`src/rtl/stw_pkg.sv`:
```
package stw_pkg;
  parameter int STW_DW = 12;
  parameter int STW_SW = 4;
  parameter int STW_TW = 16;

  typedef enum logic [1:0] {
    EV_NONE  = 2'd0,
    EV_START = 2'd1,
    EV_NEXT  = 2'd2,
    EV_BAD   = 2'd3
  } stw_ev_e;
endpackage

```
`src/rtl/stw_seqwdt.sv`:
```
module stw_seqwdt
  import stw_pkg::*;
#(
  parameter int SW = STW_SW,
  parameter int TW = STW_TW
) (
  input  logic          clk,
  input  logic          rst_ni,
  input  logic          wdt_en_i,
  input  logic [SW-1:0] step_cnt_i,
  input  logic [TW-1:0] safe_i,
  input  logic          vld_i,
  input  logic [SW-1:0] step_i,
  output logic          start_o,
  output logic          in_order_o,
  output logic          err_o
);
  localparam int EW = SW + 1;

  logic [SW-1:0] exp_q, exp_d;
  logic [TW-1:0] cnt_q, cnt_d;
  logic [EW-1:0] step_inc;
  stw_ev_e       ev;
  logic          tmo;

  assign step_inc = {1'b0, step_i} + EW'(1);

  always_comb begin
    ev = EV_NONE;
    if (vld_i) begin
      if (step_i == '0)
        ev = EV_START;
      else if (step_i == exp_q && step_i < step_cnt_i)
        ev = EV_NEXT;
      else
        ev = EV_BAD;
    end
  end

  always_comb begin
    exp_d = exp_q;
    case (ev)
      EV_START: exp_d = (step_cnt_i <= SW'(1)) ? '0 : SW'(1);
      EV_NEXT:  exp_d = (step_inc == {1'b0, step_cnt_i}) ? '0 : step_inc[SW-1:0];
      default:  exp_d = exp_q;
    endcase
  end

  assign tmo = wdt_en_i && (ev != EV_START) && (cnt_q == safe_i);

  always_comb begin
    if (!wdt_en_i || ev == EV_START || tmo) cnt_d = '0;
    else                                    cnt_d = cnt_q + TW'(1);
  end

  always_ff @(posedge clk or negedge rst_ni) begin
    if (!rst_ni) begin
      exp_q <= '0;
      cnt_q <= '0;
    end else begin
      exp_q <= exp_d;
      cnt_q <= cnt_d;
    end
  end

  assign start_o    = (ev == EV_START);
  assign in_order_o = (ev == EV_NEXT);
  assign err_o      = wdt_en_i && ((ev == EV_BAD) || tmo);


  restart_clears_chk: assert property (@(posedge clk) disable iff (!rst_ni)
    (vld_i && step_i == '0) |=> (cnt_q == '0));

  last_step_wraps_chk: assert property (@(posedge clk) disable iff (!rst_ni)
    (ev == EV_NEXT && step_inc == {1'b0, step_cnt_i}) |=> (exp_q == '0));

  wdt_quiet_chk: assert property (@(posedge clk) disable iff (!rst_ni)
    !wdt_en_i |-> !err_o);
endmodule

```
`config.mk`:
```
export PLATFORM = sky130hd
export DESIGN_NAME = stw_seqwdt
export DESIGN_NICKNAME = d
export VERILOG_FILES = /design/src/rtl/stw_pkg.sv /design/src/rtl/stw_seqwdt.sv
export SDC_FILE = /design/constraint.sdc
export NUM_CORES = 1
export LEC_CHECK = 0
export BUFFER_PORTS_ARGS = -buffer_cell sky130_fd_sc_hd__clkbuf_2
export CORE_MARGIN = 2
export CORE_UTILIZATION = 54
export DETAILED_ROUTE_END_ITERATION = 12
export MAX_ROUTING_LAYER = met4
export PLACE_DENSITY = 0.83
export SLEW_MARGIN = 20
export SYNTH_ARGS = -nofsm -noshare
export SYNTH_HDL_FRONTEND = slang
export SYNTH_SLANG_ARGS = --single-unit
```
`constraint.sdc`:
```
create_clock -name clk -period 2.23 [get_ports clk]
set_input_delay 0.3345 -clock clk [delete_from_list [all_inputs] [get_ports clk]]
set_output_delay 0.3345 -clock clk [all_outputs]
set_load 0.005 [all_outputs]
```
==> flow_summary_export.csv, run 1 <==
group,metric,value,unit
worst_setup_path,reg2reg_to,"exp_q[1]",
synthesis,synth-seq-area-share,0.341,
die,die_height,56.1,µm
timing,clock.fmax,0.439,GHz
worst_setup_path,path_delay_family,"simple AND/OR/NAND/NOR gates",
worst_setup_path,r2r_start,"exp_q[3]",
route,drt_wl_total,3.34,mm
pwr,pwr-share-clk,0.207,
clocking,worstSkewPairLatency,0.30,ns
hold_path,min_to,"exp_q[2]",
final_layout,ff_latch_area,500,µm²
die,core_area,0.00252,mm²
grt,track_usage,0.225,
synthesis,synthesis.nets,190,
pwr,power.internal,0.580,mW
synthesis,avgSynthCellArea,9.47,µm²
route,vias,1318,
placement,dp_slack,0.0945,ns
timing,slew_headroom,0.670,
route,post_drt_via_cell_ratio,5.96,
synthesis,synth_top_area_frac,0.341,
worst_setup_path,worst_setup_path_start_kind,"register",
worst_setup_path,crit_buf_inv,1,
route,avgRoutedWirePerCell,15.1,µm
hold_path,hold_start,"vld_i",
die,die_area,0.00315,mm²
worst_setup_path,r2r_cells,4,
final_layout,multi_input_area,915,µm²
final_layout,antenna_cells,0,
pwr,leakagePower,0.779,nW
route,dr.pass1.iters,4,
clocking,cts_buffers,3,
die,ios,31,
placement,io_buffers,30,
synthesis,ys_ff_latch,20,
timing,report.final.slew_viol_count,0,
worst_setup_path,critical_path_class,"register to output port",
timing,timing.final.ws_setup,-0.0499,ns
placement,dpl_cell_area,0.00167,mm²
timing,hold_slack,0.325,ns
die,die-width,56.1,µm
placement,dp_hpwl,2.65,mm
pwr,swShare,0.302,
final_layout,design_area,0.00171,mm²
worst_setup_path,arrival,1.95,ns
timing,worstMarginPinSlew,0.495,ns
pwr,pwr-share-seq,0.509,
clocking,cts_sinks,20,
route,final_antenna_net_count,0,
flow_run,cap_violations,0,
timing,rsz0062_at_grt,"true",
placement,place_congestion,0.959,
synthesis,synthTopCellsByArea,"dfrtp_1 34%, xnor2_1 12%, xor2_1 8.4%, ha_1 6.0%, nor3_1 4.1%",
worst_setup_path,slowest_delay,0.54,ns
synthesis,synthCells,155,
route,drc,0,
die,start_util,0.582,
run_status,outcome,"finished with violations",
timing,skew,0.00929,ns
synthesis,synth.cell_area,0.00147,mm²
timing,hold_violations,0,
grt,overflow,0,
grt,antenna_found_initial,0,
worst_setup_path,worstSetupStartpoint,"exp_q[3]",
hold_path,min_path_type,"primary input to register",
run_status,violations,"negative setup slack",
final_layout,n_fill_cell,217,
clocking,cts_tree,"done",
pwr,ir_worst_vdd,0.000441,V
pwr,power_frac_comb,0.284,
final_layout,drive_above_1_share,0.236,
final_layout,final_util,0.680,
grt,grt_max_degree,21,
timing,setup_viol,1,
grt,grt_pass1_wl,5.55,mm
route,drt_iter0_drc,47,
clocking,cts_buffer_depth,2,
worst_setup_path,crit_path_top_delay_cell,"or4_4",
worst_setup_path,path_cells,"xor2_1 -> or4_4 -> o31a_1 -> o21ba_1 -> clkbuf_2",
die,rows,18,
synthesis,synth_top_area_cell,"dfrtp_1",
final_layout,area_growth,16.8,%
pwr,netSwitchingPower,0.251,mW
clocking,cts-root-buf,"clkbuf_4",
clocking,cts.clk_slew.worst_paths,0.11,ns
synthesis,yosysWarningCount,0,
worst_setup_path,critPathCaptureType,"output port",
worst_setup_path,crit_fanout,3,
clocking,h-tree-depth,1,
worst_setup_path,r2r_setup_slack,0.37,ns
timing,finalCritPeriodShare,1.02,
timing,period_needed,2.28,ns
pwr,p_per_area,484,mW/mm²
clocking,cts_resized,0,
hold_path,hold_depth,3,
final_layout,nets,228,
synthesis,synth_cell_types,35,
worst_setup_path,crit_required,1.90,ns
grt,grt_pass1_vias,1300,
[worst max-delay path by stage]
stage	end	cells past startpoint
2_1_floorplan	err_o	5
3_3_place_gp	err_o	6
3_5_place_dp	err_o	6
4_1_cts	err_o	5
5_1_grt	err_o	5
6_report	err_o	5
[synth_stat cells]
master / n
or3b_2: 1
o21ba_1: 1
o32ai_1: 4
dfrtp_1: 20
a311oi_1: 1
nor3b_1: 2
nor3_1: 12
a21oi_1: 2
or3_1: 2
nand4_1: 9
nand2b_1: 2
xnor3_1: 1
o31ai_1: 1
nor4_2: 2
ha_1: 7
xnor2_1: 20
a211oi_1: 3
or2_1: 1
nand3_1: 8
and4_1: 3
or3_4: 1
and2_1: 2
buf_6: 1
or4_4: 1
o31a_1: 1
and2_0: 1
xor2_1: 14
inv_1: 7
and3_1: 3
nor2_1: 3
mux2i_1: 1
or4_1: 1
o21ai_0: 3
nand2_1: 10
clkbuf_1: 4
[layout make-up]
| cell class | instances | area share |
|---|---|---|
| Timing Repair Buffer | 38 | 0.124 |
| Tap cell | 30 | 0.0219 |
| Multi-Input combinational cell | 123 | 0.534 |
| Clock buffer | 3 | 0.0131 |
| Inverter | 7 | 0.0153 |
| Sequential cell | 20 | 0.292 |
[sequential cells by signal, indices dropped and copies added (netlist names)]
name,count
cnt_q,16
exp_q,4
[layout by cell type (no fill, tap or decap), drive strengths merged, types with 4 or more instances in the layout]
cell    count
nand3       8
nand2      10
o32ai       4
dfrtp      20
ha          7
nor3       12
xnor2      20
clkbuf     33
inv         7
xor2       14
nand4       9
buf         7
[tightest hold or removal path, delay by kind of cell]
family                 cells  cell delay (ns)
AOI/OAI and AO/OA          1             0.07
and+or+nand+nor            1             0.07
buffers and inverters      1             0.12
[metal layers]
metal | vias to the layer above | GRT usage | routed length [µm]
met1 | 625 | 0.247 | 1360
met4 | 0 | 0.112 | 96
li1 | 637 | - | -
met5 | - | - | 0
met3 | 12 | 0.0233 | 112
met2 | 44 | 0.403 | 1770
[cells by family after synthesis]
| kind of cell | count (synthesis) | synth area share |
|---|---|---|
| fa+ha+maj | 7 | 0.0597 |
| flops | 20 | 0.341 |
| compound gates | 16 | 0.0801 |
| buf+inv | 12 | 0.0358 |
| simple gates | 64 | 0.258 |
| mux | 1 | 0.00682 |
| xor+xnor | 35 | 0.218 |
[power groups by stage]
stage	Combinational, mW	Clock, mW	Sequential, mW
after detailed placement	0.217	0	0.429
after global routing	0.255	0.188	0.427
after global placement	0.201	0	0.427
after CTS	0.228	0.176	0.421
after floorplan	0.142	0	0.422
final	0.236	0.172	0.422
[stage by stage]
stage          power, mW  setup TNS (ns)  std cells
2_1_floorplan      0.564               0        155
3_5_place_dp       0.646               0        215
4_1_cts            0.825         -0.0432        220
6_report           0.830         -0.0499        221
5_1_grt            0.870          -0.119        221
3_3_place_gp       0.628               0        215
[repair_timing]
| item | CTS | global route |
|---|---|---|
| setup buffers | 1 | 1 |
| hold buffers | 1 | 0 |
| setup endpoints to repair | 1 | 2 |
| endpoints found under the hold margin | 20 | 0 |
Power figures use the tool's default switching activity.
==> inputs of run 2 (changes only) <==
--- a/config.mk
+++ b/config.mk
@@ -11,7 +11,8 @@
 export DETAILED_ROUTE_END_ITERATION = 12
 export MAX_ROUTING_LAYER = met4
 export PLACE_DENSITY = 0.83
-export SLEW_MARGIN = 20
+export RECOVER_POWER = 100
+export SETUP_SLACK_MARGIN = 0.1
 export SYNTH_ARGS = -nofsm -noshare
 export SYNTH_HDL_FRONTEND = slang
 export SYNTH_SLANG_ARGS = --single-unit
==> run 2 against run 1 <==
  * The run still ends with negative setup slack left
  * Sequential power about the same
  * Via count is 0.23% higher
  * Critical path depth unchanged
  * Critical endpoint unchanged
  * Largest cell class unchanged
  * Largest power group unchanged
==> flow_summary_export.csv, run 2 (synthesis gave the netlist of run 1 again) <==
group,metric,value,unit
timing,slew_headroom,0.287,
final_layout,top_register,"cnt_q",
final_layout,top_regs,"cnt_q: 16 flops, exp_q: 4 flops",
die,die_area,0.00315,mm²
pwr,ir_worst_vdd,0.000432,V
timing,clock.fmax,0.439,GHz
placement,io_buffers,30,
final_layout,most-common-layout-cells,"30 x clkbuf_2, 20 x xnor2_1, 20 x dfrtp_1",
placement,dp_slack,0.0945,ns
worst_setup_path,arrival,1.95,ns
timing,worstMarginPinSlew,1.07,ns
worst_setup_path,worstSetupStartpoint,"exp_q[3]",
route,topRoutingLayerUsed,"met4",
placement,dpl_cell_area,0.00167,mm²
timing,report.final.slew_viol_count,0,
worst_setup_path,reg2reg_to,"exp_q[1]",
worst_setup_path,slowest_delay,0.54,ns
grt,grt_pass1_vias,1300,
timing,timing.final.ws_setup,-0.0504,ns
die,core_area,0.00252,mm²
worst_setup_path,crit_buf_inv,1,
run_status,outcome,"finished with violations",
route,dr.pass1.iters,5,
worst_setup_path,endpoint,"err_o",
worst_setup_path,crit_path_top_delay_cell,"or4_4",
clocking,cts-root-buf,"clkbuf_4",
route,drt_iter0_drc,47,
route,met1_length,1.36,mm
pwr,p_per_area,487,mW/mm²
hold_path,min_path_type,"primary input to register",
worst_setup_path,r2r_cells,4,
pwr,leakagePower,0.775,nW
route,met2_length,1.77,mm
timing,period_needed,2.28,ns
clocking,h-tree-depth,1,
placement,dp_hpwl,2.65,mm
grt,track_usage,0.225,
route,final_antenna_net_count,0,
final_layout,drive_above_1_share,0.225,
flow_run,cap_violations,0,
clocking,cts_sinks,20,
final_layout,area_growth,16.1,%
worst_setup_path,crit_fanout,3,
timing,skew,0.00894,ns
final_layout,layout_commonest_cell,"clkbuf_2",
timing,finalCritPeriodShare,1.02,
clocking,worstSkewPairLatency,0.30,ns
run_status,violations,"negative setup slack",
grt,grt_max_degree,21,
worst_setup_path,r2r_start,"exp_q[3]",
placement,dp.cells,215,
die,ios,31,
placement,place_congestion,0.959,
route,drc,0,
final_layout,nets,228,
timing,setup_viol,1,
clocking,cts.clk_slew.worst_paths,0.11,ns
die,die-width,56.1,µm
route,avgRoutedWirePerCell,15.1,µm
worst_setup_path,path_delay_family,"simple AND/OR/NAND/NOR gates",
clocking,cts_tree,"done",
die,rows,18,
route,vias,1321,
worst_setup_path,worst_setup_path_start_kind,"register",
final_layout,antenna_cells,0,
clocking,cts_buffers,3,
grt,grt_pass1_wl,5.55,mm
worst_setup_path,r2r_setup_slack,0.37,ns
route,drt_wl_total,3.33,mm
clocking,cts_buffer_depth,2,
route,dr_wl_met3,111,µm
worst_setup_path,critPathCaptureType,"output port",
timing,hold_violations,0,
worst_setup_path,worstSetupPathDepth,5,
worst_setup_path,critical_path_class,"register to output port",
route,post_drt_via_cell_ratio,5.98,
grt,antenna_found_initial,0,
timing,rsz0062_at_grt,"true",
final_layout,design_area,0.00170,mm²
worst_setup_path,crit_required,1.90,ns
die,die_height,56.1,µm
final_layout,layoutNonFillerInstCount,221,
die,start_util,0.582,
worst_setup_path,path_cells,"xor2_1 -> or4_4 -> o31a_1 -> o21ba_1 -> clkbuf_2",
final_layout,largest_reg_flops,16,
grt,overflow,0,
run 2: worst min path at each step:
stage / from / endpoint / cells after the start
5_1_grt: vld_i / exp_q[2] / 3
6_report: vld_i / exp_q[2] / 3
4_1_cts: vld_i / exp_q[2] / 3
3_3_place_gp: rst_ni / cnt_q[7] / 1
3_5_place_dp: rst_ni / cnt_q[8] / 1
2_1_floorplan: rst_ni / cnt_q[0] / 0
run 2: through the flow:
stage	power (mW)	util	hold WS, ns	setup TNS, ns
3_5_place_dp	0.646	0.661	0.321	0
4_1_cts	0.825	0.677	0.318	-0.0432
6_report	0.830	0.676	0.325	-0.0504
5_1_grt	0.870	0.676	0.340	-0.119
2_1_floorplan	0.564	-	0.0389	0
3_3_place_gp	0.628	0.661	0.311	0
run 2: per-layer routing:
metal  global-route usage  vias up
li1                     -      636
met1                0.247      629
met2                0.403       44
met3               0.0233       12
met4                0.112        0
met5                    -        -
run 2: worst reg2reg max path: stages, from the launching register on:
cell and delay, ns:
dfrtp_1 0.41, xor2_1 0.16, or4_4 0.54, or3_4 0.37, o32ai_1 0.28
run 2: report_power, final:
group / switching, mW / total [mW] / internal [mW] / leakage [nW]
Clock: 0.109 / 0.172 / 0.0630 / 0.0138
Combinational: 0.114 / 0.235 / 0.122 / 0.489
Sequential: 0.0274 / 0.422 / 0.395 / 0.273
Total: 0.250 / 0.830 / 0.580 / 0.775
run 2: layout make-up:
| cell class | count | area [µm²] |
|---|---|---|
| Clock buffer | 3 | 22.5 |
| Fill cell | 219 | 818 |
| Inverter | 7 | 26.3 |
| Multi-Input combinational cell | 123 | 908 |
| Sequential cell | 20 | 500 |
| Tap cell | 30 | 37.5 |
| Timing Repair Buffer | 38 | 209 |
run 2: what timing repair did:
| item | 4_1_cts | 5_1_grt |
|---|---|---|
| hold buffers | 1 | 0 |
| gates cloned | 0 | 0 |
| setup endpoints to repair | 2 | 2 |
| setup buffers | 1 | 1 |
| resized for setup | 0 | 0 |
| endpoints found under the hold margin | 20 | 0 |
